--- config.mk ---
export PLATFORM = sky130hd
export DESIGN_NAME = isp_host_seq
export DESIGN_NICKNAME = d
export VERILOG_FILES = /design/src/rtl/isp_pkg.sv /design/src/rtl/isp_wait_timer.sv /design/src/rtl/isp_byte_shift.sv /design/src/rtl/isp_host_seq.sv
export SDC_FILE = /design/constraint.sdc
export NUM_CORES = 1
export LEC_CHECK = 0
export ABC_CLOCK_PERIOD_IN_PS = 3800
export CORE_AREA = 2 2 130 132
export CTS_CLUSTER_SIZE = 40
export DETAILED_ROUTE_END_ITERATION = 8
export DIE_AREA = 0 0 132 134
export HOLD_SLACK_MARGIN = 0.15
export PLACE_DENSITY = 0.63
export SLEW_MARGIN = 0
export SYNTH_ARGS = -nofsm -noshare
export SYNTH_HDL_FRONTEND = slang
export SYNTH_HIERARCHICAL = 1
export SYNTH_SLANG_ARGS = --single-unit
export TNS_END_PERCENT = 30
--- constraint.sdc ---
create_clock -name clk -period 3.8 [get_ports clk]
set_input_delay 0.38 -clock clk [delete_from_list [all_inputs] [get_ports clk]]
set_output_delay 0.38 -clock clk [all_outputs]
set_load 0.005 [all_outputs]
--- src/rtl/isp_pkg.sv ---
// Shared constants and state type for the in-system programming host.
// Assumes a target that uses four-byte serial instructions.
package isp_pkg;

    localparam logic [7:0] OP_ENABLE = 8'hAC;
    localparam logic [7:0] EN_KEY    = 8'h53;
    localparam logic [7:0] OP_LOADLO = 8'h40;
    localparam logic [7:0] OP_LOADHI = 8'h48;
    localparam logic [7:0] OP_COMMIT = 8'h4C;
    localparam logic [7:0] OP_POLL   = 8'hF0;

    typedef enum logic [3:0] {
        S_IDLE, S_PWR, S_PULSE, S_SETTLE, S_XFER, S_CHKEN, S_FETCH,
        S_SENDHI, S_AFTHI, S_AFTCMT, S_POLLCHK, S_WAIT, S_NEXT, S_DONE, S_ERR
    } host_state_t;

endpackage

--- src/rtl/isp_wait_timer.sv ---
// Down-counting delay timer. A load pulse sets the count; zero_o is high
// once the count has run out. Assumes the loaded value is at least 1.
module isp_wait_timer #(
    parameter int W = 32
) (
    input  logic         clk,
    input  logic         rst_n,
    input  logic         load_i,
    input  logic [W-1:0] val_i,
    output logic         zero_o
);

    logic [W-1:0] cnt;

    // Load on request, otherwise count down towards zero.
    always_ff @(posedge clk) begin
        if (!rst_n)           cnt <= '0;
        else if (load_i)      cnt <= val_i;
        else if (cnt != '0)   cnt <= cnt - 1'b1;
    end

    assign zero_o = (cnt == '0);


    tmr_monotonic_chk: assert property (@(posedge clk) disable iff (!rst_n)
        !$past(load_i) |-> (cnt <= $past(cnt)));

endmodule

--- src/rtl/isp_byte_shift.sv ---
// One-byte serial shifter, clock idle low, MSB first. MOSI is updated on
// SCK falling edges and MISO is sampled on SCK rising edges. Each SCK
// phase lasts DIV system clocks. Assumes go_i is only pulsed while idle.
module isp_byte_shift #(
    parameter int DIV = 4
) (
    input  logic       clk,
    input  logic       rst_n,
    input  logic       go_i,
    input  logic [7:0] tx_i,
    input  logic       miso_i,
    output logic       sck_o,
    output logic       mosi_o,
    output logic [7:0] rx_o,
    output logic       done_o
);

    localparam int CW = (DIV > 1) ? $clog2(DIV) : 1;

    logic          busy;
    logic [CW-1:0] cnt;
    logic [2:0]    bitn;
    logic [7:0]    sreg;

    // Phase counter, clock toggling, shifting and completion pulse.
    always_ff @(posedge clk) begin
        if (!rst_n) begin
            busy <= 1'b0; cnt <= '0; bitn <= '0; sreg <= '0;
            sck_o <= 1'b0; rx_o <= '0; done_o <= 1'b0;
        end else begin
            done_o <= 1'b0;
            if (!busy) begin
                if (go_i) begin
                    busy <= 1'b1; sreg <= tx_i; cnt <= '0; bitn <= '0;
                end
            end else if (cnt == CW'(DIV - 1)) begin
                cnt <= '0;
                if (!sck_o) begin
                    sck_o <= 1'b1;
                    rx_o  <= {rx_o[6:0], miso_i};
                end else begin
                    sck_o <= 1'b0;
                    if (bitn == 3'd7) begin
                        busy   <= 1'b0;
                        done_o <= 1'b1;
                    end else begin
                        bitn <= bitn + 3'd1;
                        sreg <= {sreg[6:0], 1'b0};
                    end
                end
            end else begin
                cnt <= cnt + 1'b1;
            end
        end
    end

    assign mosi_o = busy ? sreg[7] : 1'b0;


    mosi_hold_chk: assert property (@(posedge clk) disable iff (!rst_n)
        (sck_o && $past(sck_o)) |-> $stable(mosi_o));

endmodule

--- src/rtl/isp_host_seq.sv ---
// In-system programming host sequencer. Runs power-up hold, reset pulse,
// settle wait and the enable handshake with bounded retries, then turns
// words from a valid/ready port into page loads, commits each page, and
// polls or waits after each commit. Assumes PAGE_WORDS <= 64.
module isp_host_seq
    import isp_pkg::*;
#(
    parameter int DIV        = 4,
    parameter int PWR_CYC    = 1000,
    parameter int PULSE_CYC  = 8,
    parameter int SETTLE_CYC = 1000000,
    parameter int WRITE_CYC  = 225000,
    parameter int MAX_RETRY  = 4,
    parameter int PAGE_WORDS = 64
) (
    input  logic        clk,
    input  logic        rst_n,
    input  logic        start,
    input  logic        poll_en,
    input  logic        wd_valid,
    input  logic [15:0] wd_data,
    input  logic        wd_last,
    output logic        wd_ready,
    output logic        isp_sck,
    output logic        isp_mosi,
    input  logic        isp_miso,
    output logic        isp_rst,
    output logic        done,
    output logic        sync_err
);

    localparam int OFF_W = (PAGE_WORDS > 1) ? $clog2(PAGE_WORDS) : 1;
    localparam int RC_W  = $clog2(MAX_RETRY + 1);

    host_state_t      st, ret_st;
    logic [31:0]      instr;
    logic [1:0]       idx;
    logic             spi_go, spi_done;
    logic [7:0]       spi_rx, tx_byte, rx_b2, rx_b3;
    logic             tmr_load, tmr_zero, tmr_ok;
    logic [31:0]      tmr_val;
    logic [RC_W-1:0]  retries;
    logic [15:0]      base;
    logic [OFF_W-1:0] off;
    logic [7:0]       hi_q;
    logic             last_q, rst_q, done_q, err_q;

    // Pick the instruction byte being sent.
    always_comb begin
        case (idx)
            2'd0:    tx_byte = instr[31:24];
            2'd1:    tx_byte = instr[23:16];
            2'd2:    tx_byte = instr[15:8];
            default: tx_byte = instr[7:0];
        endcase
    end

    assign tmr_ok = tmr_zero && !tmr_load;

    // Session sequencing: pins, retries, word intake and page bookkeeping.
    always_ff @(posedge clk) begin
        if (!rst_n) begin
            st <= S_IDLE; ret_st <= S_IDLE; instr <= '0; idx <= '0;
            spi_go <= 1'b0; rx_b2 <= '0; rx_b3 <= '0;
            tmr_load <= 1'b0; tmr_val <= '0; retries <= '0;
            base <= '0; off <= '0; hi_q <= '0; last_q <= 1'b0;
            rst_q <= 1'b0; done_q <= 1'b0; err_q <= 1'b0;
        end else begin
            spi_go   <= 1'b0;
            tmr_load <= 1'b0;
            case (st)
                S_IDLE, S_DONE, S_ERR: if (start) begin
                    done_q <= 1'b0; err_q <= 1'b0; retries <= '0;
                    rst_q <= 1'b0; tmr_load <= 1'b1; tmr_val <= 32'(PWR_CYC);
                    st <= S_PWR;
                end
                S_PWR: if (tmr_ok) begin
                    rst_q <= 1'b1; tmr_load <= 1'b1; tmr_val <= 32'(PULSE_CYC);
                    st <= S_PULSE;
                end
                S_PULSE: if (tmr_ok) begin
                    rst_q <= 1'b0; tmr_load <= 1'b1; tmr_val <= 32'(SETTLE_CYC);
                    st <= S_SETTLE;
                end
                S_SETTLE: if (tmr_ok) begin
                    instr <= {OP_ENABLE, EN_KEY, 16'h0000}; ret_st <= S_CHKEN;
                    idx <= '0; spi_go <= 1'b1; st <= S_XFER;
                end
                S_XFER: if (spi_done) begin
                    if (idx == 2'd2) rx_b2 <= spi_rx;
                    if (idx == 2'd3) begin
                        rx_b3 <= spi_rx; st <= ret_st;
                    end else begin
                        idx <= idx + 2'd1; spi_go <= 1'b1;
                    end
                end
                S_CHKEN: begin
                    if (rx_b2 == EN_KEY) begin
                        base <= '0; off <= '0; st <= S_FETCH;
                    end else if (retries == RC_W'(MAX_RETRY - 1)) begin
                        err_q <= 1'b1; st <= S_ERR;
                    end else begin
                        retries <= retries + 1'b1; rst_q <= 1'b1;
                        tmr_load <= 1'b1; tmr_val <= 32'(PULSE_CYC); st <= S_PULSE;
                    end
                end
                S_FETCH: if (wd_valid) begin
                    hi_q <= wd_data[15:8]; last_q <= wd_last;
                    instr <= {OP_LOADLO, 8'h00, 8'(off), wd_data[7:0]};
                    ret_st <= S_SENDHI; idx <= '0; spi_go <= 1'b1; st <= S_XFER;
                end
                S_SENDHI: begin
                    instr <= {OP_LOADHI, 8'h00, 8'(off), hi_q};
                    ret_st <= S_AFTHI; idx <= '0; spi_go <= 1'b1; st <= S_XFER;
                end
                S_AFTHI: begin
                    if (last_q || off == OFF_W'(PAGE_WORDS - 1)) begin
                        instr <= {OP_COMMIT, base, 8'h00};
                        ret_st <= S_AFTCMT; idx <= '0; spi_go <= 1'b1; st <= S_XFER;
                    end else begin
                        off <= off + 1'b1; st <= S_FETCH;
                    end
                end
                S_AFTCMT, S_POLLCHK: begin
                    if (st == S_POLLCHK && !rx_b3[0]) begin
                        st <= S_NEXT;
                    end else if (st == S_POLLCHK || poll_en) begin
                        instr <= {OP_POLL, 24'h000000};
                        ret_st <= S_POLLCHK; idx <= '0; spi_go <= 1'b1; st <= S_XFER;
                    end else begin
                        tmr_load <= 1'b1; tmr_val <= 32'(WRITE_CYC); st <= S_WAIT;
                    end
                end
                S_WAIT: if (tmr_ok) st <= S_NEXT;
                S_NEXT: begin
                    if (last_q) begin
                        done_q <= 1'b1; st <= S_DONE;
                    end else begin
                        base <= base + 16'(PAGE_WORDS); off <= '0; st <= S_FETCH;
                    end
                end
                default: st <= S_IDLE;
            endcase
        end
    end

    isp_byte_shift #(.DIV(DIV)) u_shift (
        .clk(clk), .rst_n(rst_n), .go_i(spi_go), .tx_i(tx_byte),
        .miso_i(isp_miso), .sck_o(isp_sck), .mosi_o(isp_mosi),
        .rx_o(spi_rx), .done_o(spi_done)
    );

    isp_wait_timer #(.W(32)) u_timer (
        .clk(clk), .rst_n(rst_n), .load_i(tmr_load), .val_i(tmr_val),
        .zero_o(tmr_zero)
    );

    assign wd_ready = (st == S_FETCH);
    assign isp_rst  = rst_q;
    assign done     = done_q;
    assign sync_err = err_q;


    sck_quiet_chk: assert property (@(posedge clk) disable iff (!rst_n)
        (st != S_XFER) |-> !isp_sck);

    rst_pulse_width_chk: assert property (@(posedge clk) disable iff (!rst_n)
        $fell(isp_rst) |-> $past(isp_rst, 2));

    done_err_excl_chk: assert property (@(posedge clk) disable iff (!rst_n)
        !(done && sync_err));

    err_no_ready_chk: assert property (@(posedge clk) disable iff (!rst_n)
        sync_err |-> !wd_ready);

    no_sck_in_reset_chk: assert property (@(posedge clk) disable iff (!rst_n)
        isp_rst |-> !isp_sck);

endmodule

==> reports/metrics.yaml <==
wl_per_cell_um: 15.65
yosysTopAreaCell: "dfxtp_1"
clk_path_buf_depth: 2
internal_power_mw: 3.399
wl_mm: 16.95
hp-class: "input pin to flop"
grt_antenna_before_repair: 0
crit_fanout: 15
fin_skew_ps: 11.71
setup_violations: 0
p_per_area_mw_per_mm2: 605.2
p_clk_share_pct: 35.7
critPathArrivalTime_ps: 3950
final_hold_viol_count: 0
synthFlopType: "dfxtp_1"
portBuffers: 28
p_sw_mw: 1.584
outcome: "finished, final reports clean"
p_seq_share_pct: 38.6
power_frac_comb_pct: 25.7
fillerInstances: 1569
max_freq_mhz: 276.0
max_cap_viol_count: 0
gp_congestion: 0.8144
leakage_nw: 2.966
io-pin-count: 29
postCtsSetupRepairBufs: 0
layoutNonFillerInstCount: 1083
overflow: 0
grt_pass1_vias: 5489
syn_area_sq_mm: 0.007203
finalNetCount: 885
clk_pin_slew_worst_paths_ps: 60
routed_via_density: 5.531
slew_headroom_pct: 31.98
slew_violations: 0
syn_area_per_cell_sq_um: 8.668
synth_top_cell_area_share_pct: 40.02
synth-seq-cells: 144
core-area_sq_mm: 0.01629
swShare_pct: 31.79
whs_ps: 447.5
vdd_drop_max_uv: 481.8
grt_max_degree: 67
async_flop_share_pct: 0
rsz0062_at_grt: "no"
syn2layout_area_growth_pct: 14.30
cts-buffers-inserted: 17
total_power_mw: 4.983
postLayoutCoreUtil_pct: 50.54
setup-tns-final_ps: 0
cts_root_buffer: "clkbuf_16"
yosys-top-cells-area: "dfxtp_1 40%, nand2_1 4.7%, mux2i_1 4.7%"
initial_core_util_pct: 44.22
grt_pass1_wl_mm: 28.20
diodes: 0
crit_start: "u_timer/cnt[17]"
yosys-top-cells-count: "144 x dfxtp_1, 91 x nand2_1, 69 x nor2_1, 49 x a21oi_1, 47 x o21ai_0"
yosysSeqAreaShare_pct: 40.02
cts_hold_buffers: 0
antenna_left: 0
route.detailed.drc: 0
grt_use_total_pct: 19.65
drtPass1Iterations: 5
worstHoldStart: "rst_n"
drt_iter0_drc: 453
ctsResizeCount: 0
dpl.cell_count: 1051
synthCells: 831
dp_hpwl_mm: 11.40
layout-drive-gt1-share_pct: 9.618
worstPathRequired_ps: 4130
period_minus_slack_ps: 3623
fin_crit_sh_pct: 95.34
cts_tree: "done"
cp-end-kind: "flop"
yosysMostFrequentCell: "dfxtp_1"
yosys.cell_types.count: 85
vias: 5990
htreeDepth: 4
numClockSinks: 144
rows: 47
r2r_start: "u_timer/cnt[17]"
dieHeight_um: 134
synth-edff-count: 0
start_kind: "flop"
die_w_um: 132
worst_pin_slew_ps: 1007
yosysWarnings: 6
die-area_sq_mm: 0.01769
critPathKind: "flop to flop"
clock_latency_ps: 430
[layer usage]
layer  track usage, %  part of all wire [%]  wire, um
met4            6.159                   1.5       247
met5                0                     0         0
met1            29.02                    52      8826
met3            3.893                   3.9       659
met2            28.70                    43      7217
[cells in the final DEF, fill, tap and decap left out, types with 18 or more instances in the layout]
cell type and count:
mux2i_1 34, dfxtp_1 144, o21ai_0 47, conb_1 18
nor3_1 21, xnor2_1 30, nor2_1 69, nand2_1 91
a21oi_1 49, clkdlybuf4s50_1 27, nand3_1 39
[final timing paths]
kind	end	slack [ps]	cells past startpoint
min	u_timer/cnt[1]	450	2
max reg2reg	instr[0]	180	8
max	instr[0]	180	8
min reg2reg	hi_q[4]	450	2
[kinds of logic after synthesis]
kind of cell,share of synthesized area (%)
simple gates,23.47
compound gates,20.81
flops,40.02
buf+inv,4.950
mux,4.725
xor+xnor,3.891
fa+ha+maj,2.084
other cells,0.05206
[power by group through the flow]
stage / Combinational [mW] / Sequential, mW / Clock, mW
6_report: 1.28 / 1.93 / 1.78
5_1_grt: 1.43 / 1.95 / 1.88
4_1_cts: 1.28 / 1.92 / 1.81
3_5_place_dp: 1.27 / 1.95 / 0
3_3_place_gp: 1.27 / 1.95 / 0
2_1_floorplan: 1.10 / 1.85 / 0
[area by class of cell]
type	count	area, sq um	area share, %
Timing Repair Buffer	37	355.3	4.316
Clock inverter	13	183.9	2.234
Clock buffer	19	442.9	5.380
Inverter	16	65.06	0.7903
Multi-Input combinational cell	634	4028	48.92
Sequential cell	144	2883	35.02
Tap cell	220	275.3	3.343
[state kept, by name, indices dropped and copies added, names as in the netlist, 2 cells and up]
name / cells
instr: 29
u_shift/cnt: 2
hi_q: 8
u_shift/bitn: 3
idx: 2
st: 4
base: 10
rx_b2: 8
u_shift/sreg: 8
tmr_val: 7
off: 6
retries: 3
u_shift/rx_o: 8
u_timer/cnt: 32
ret_st: 4
[critical path: stages, from the launching register on]
cell and delay [ps]:
dfxtp_1 350, or4_4 530, or4_4 500, or4_4 510, clkinv_4 110, nor2b_1 320
o32ai_2 200, a2111o_1 640, o32ai_1 350
[stage by stage]
step                      instance area, sq um  setup WS (ps)
final                                     8233          176.9
after global routing                      8233          64.45
after CTS                                 8233          197.7
after detailed placement                  7606          226.4
after global placement                    7606          267.8
after floorplan                           7267          428.5
No activity file was read; power rests on OpenSTA's default activity.
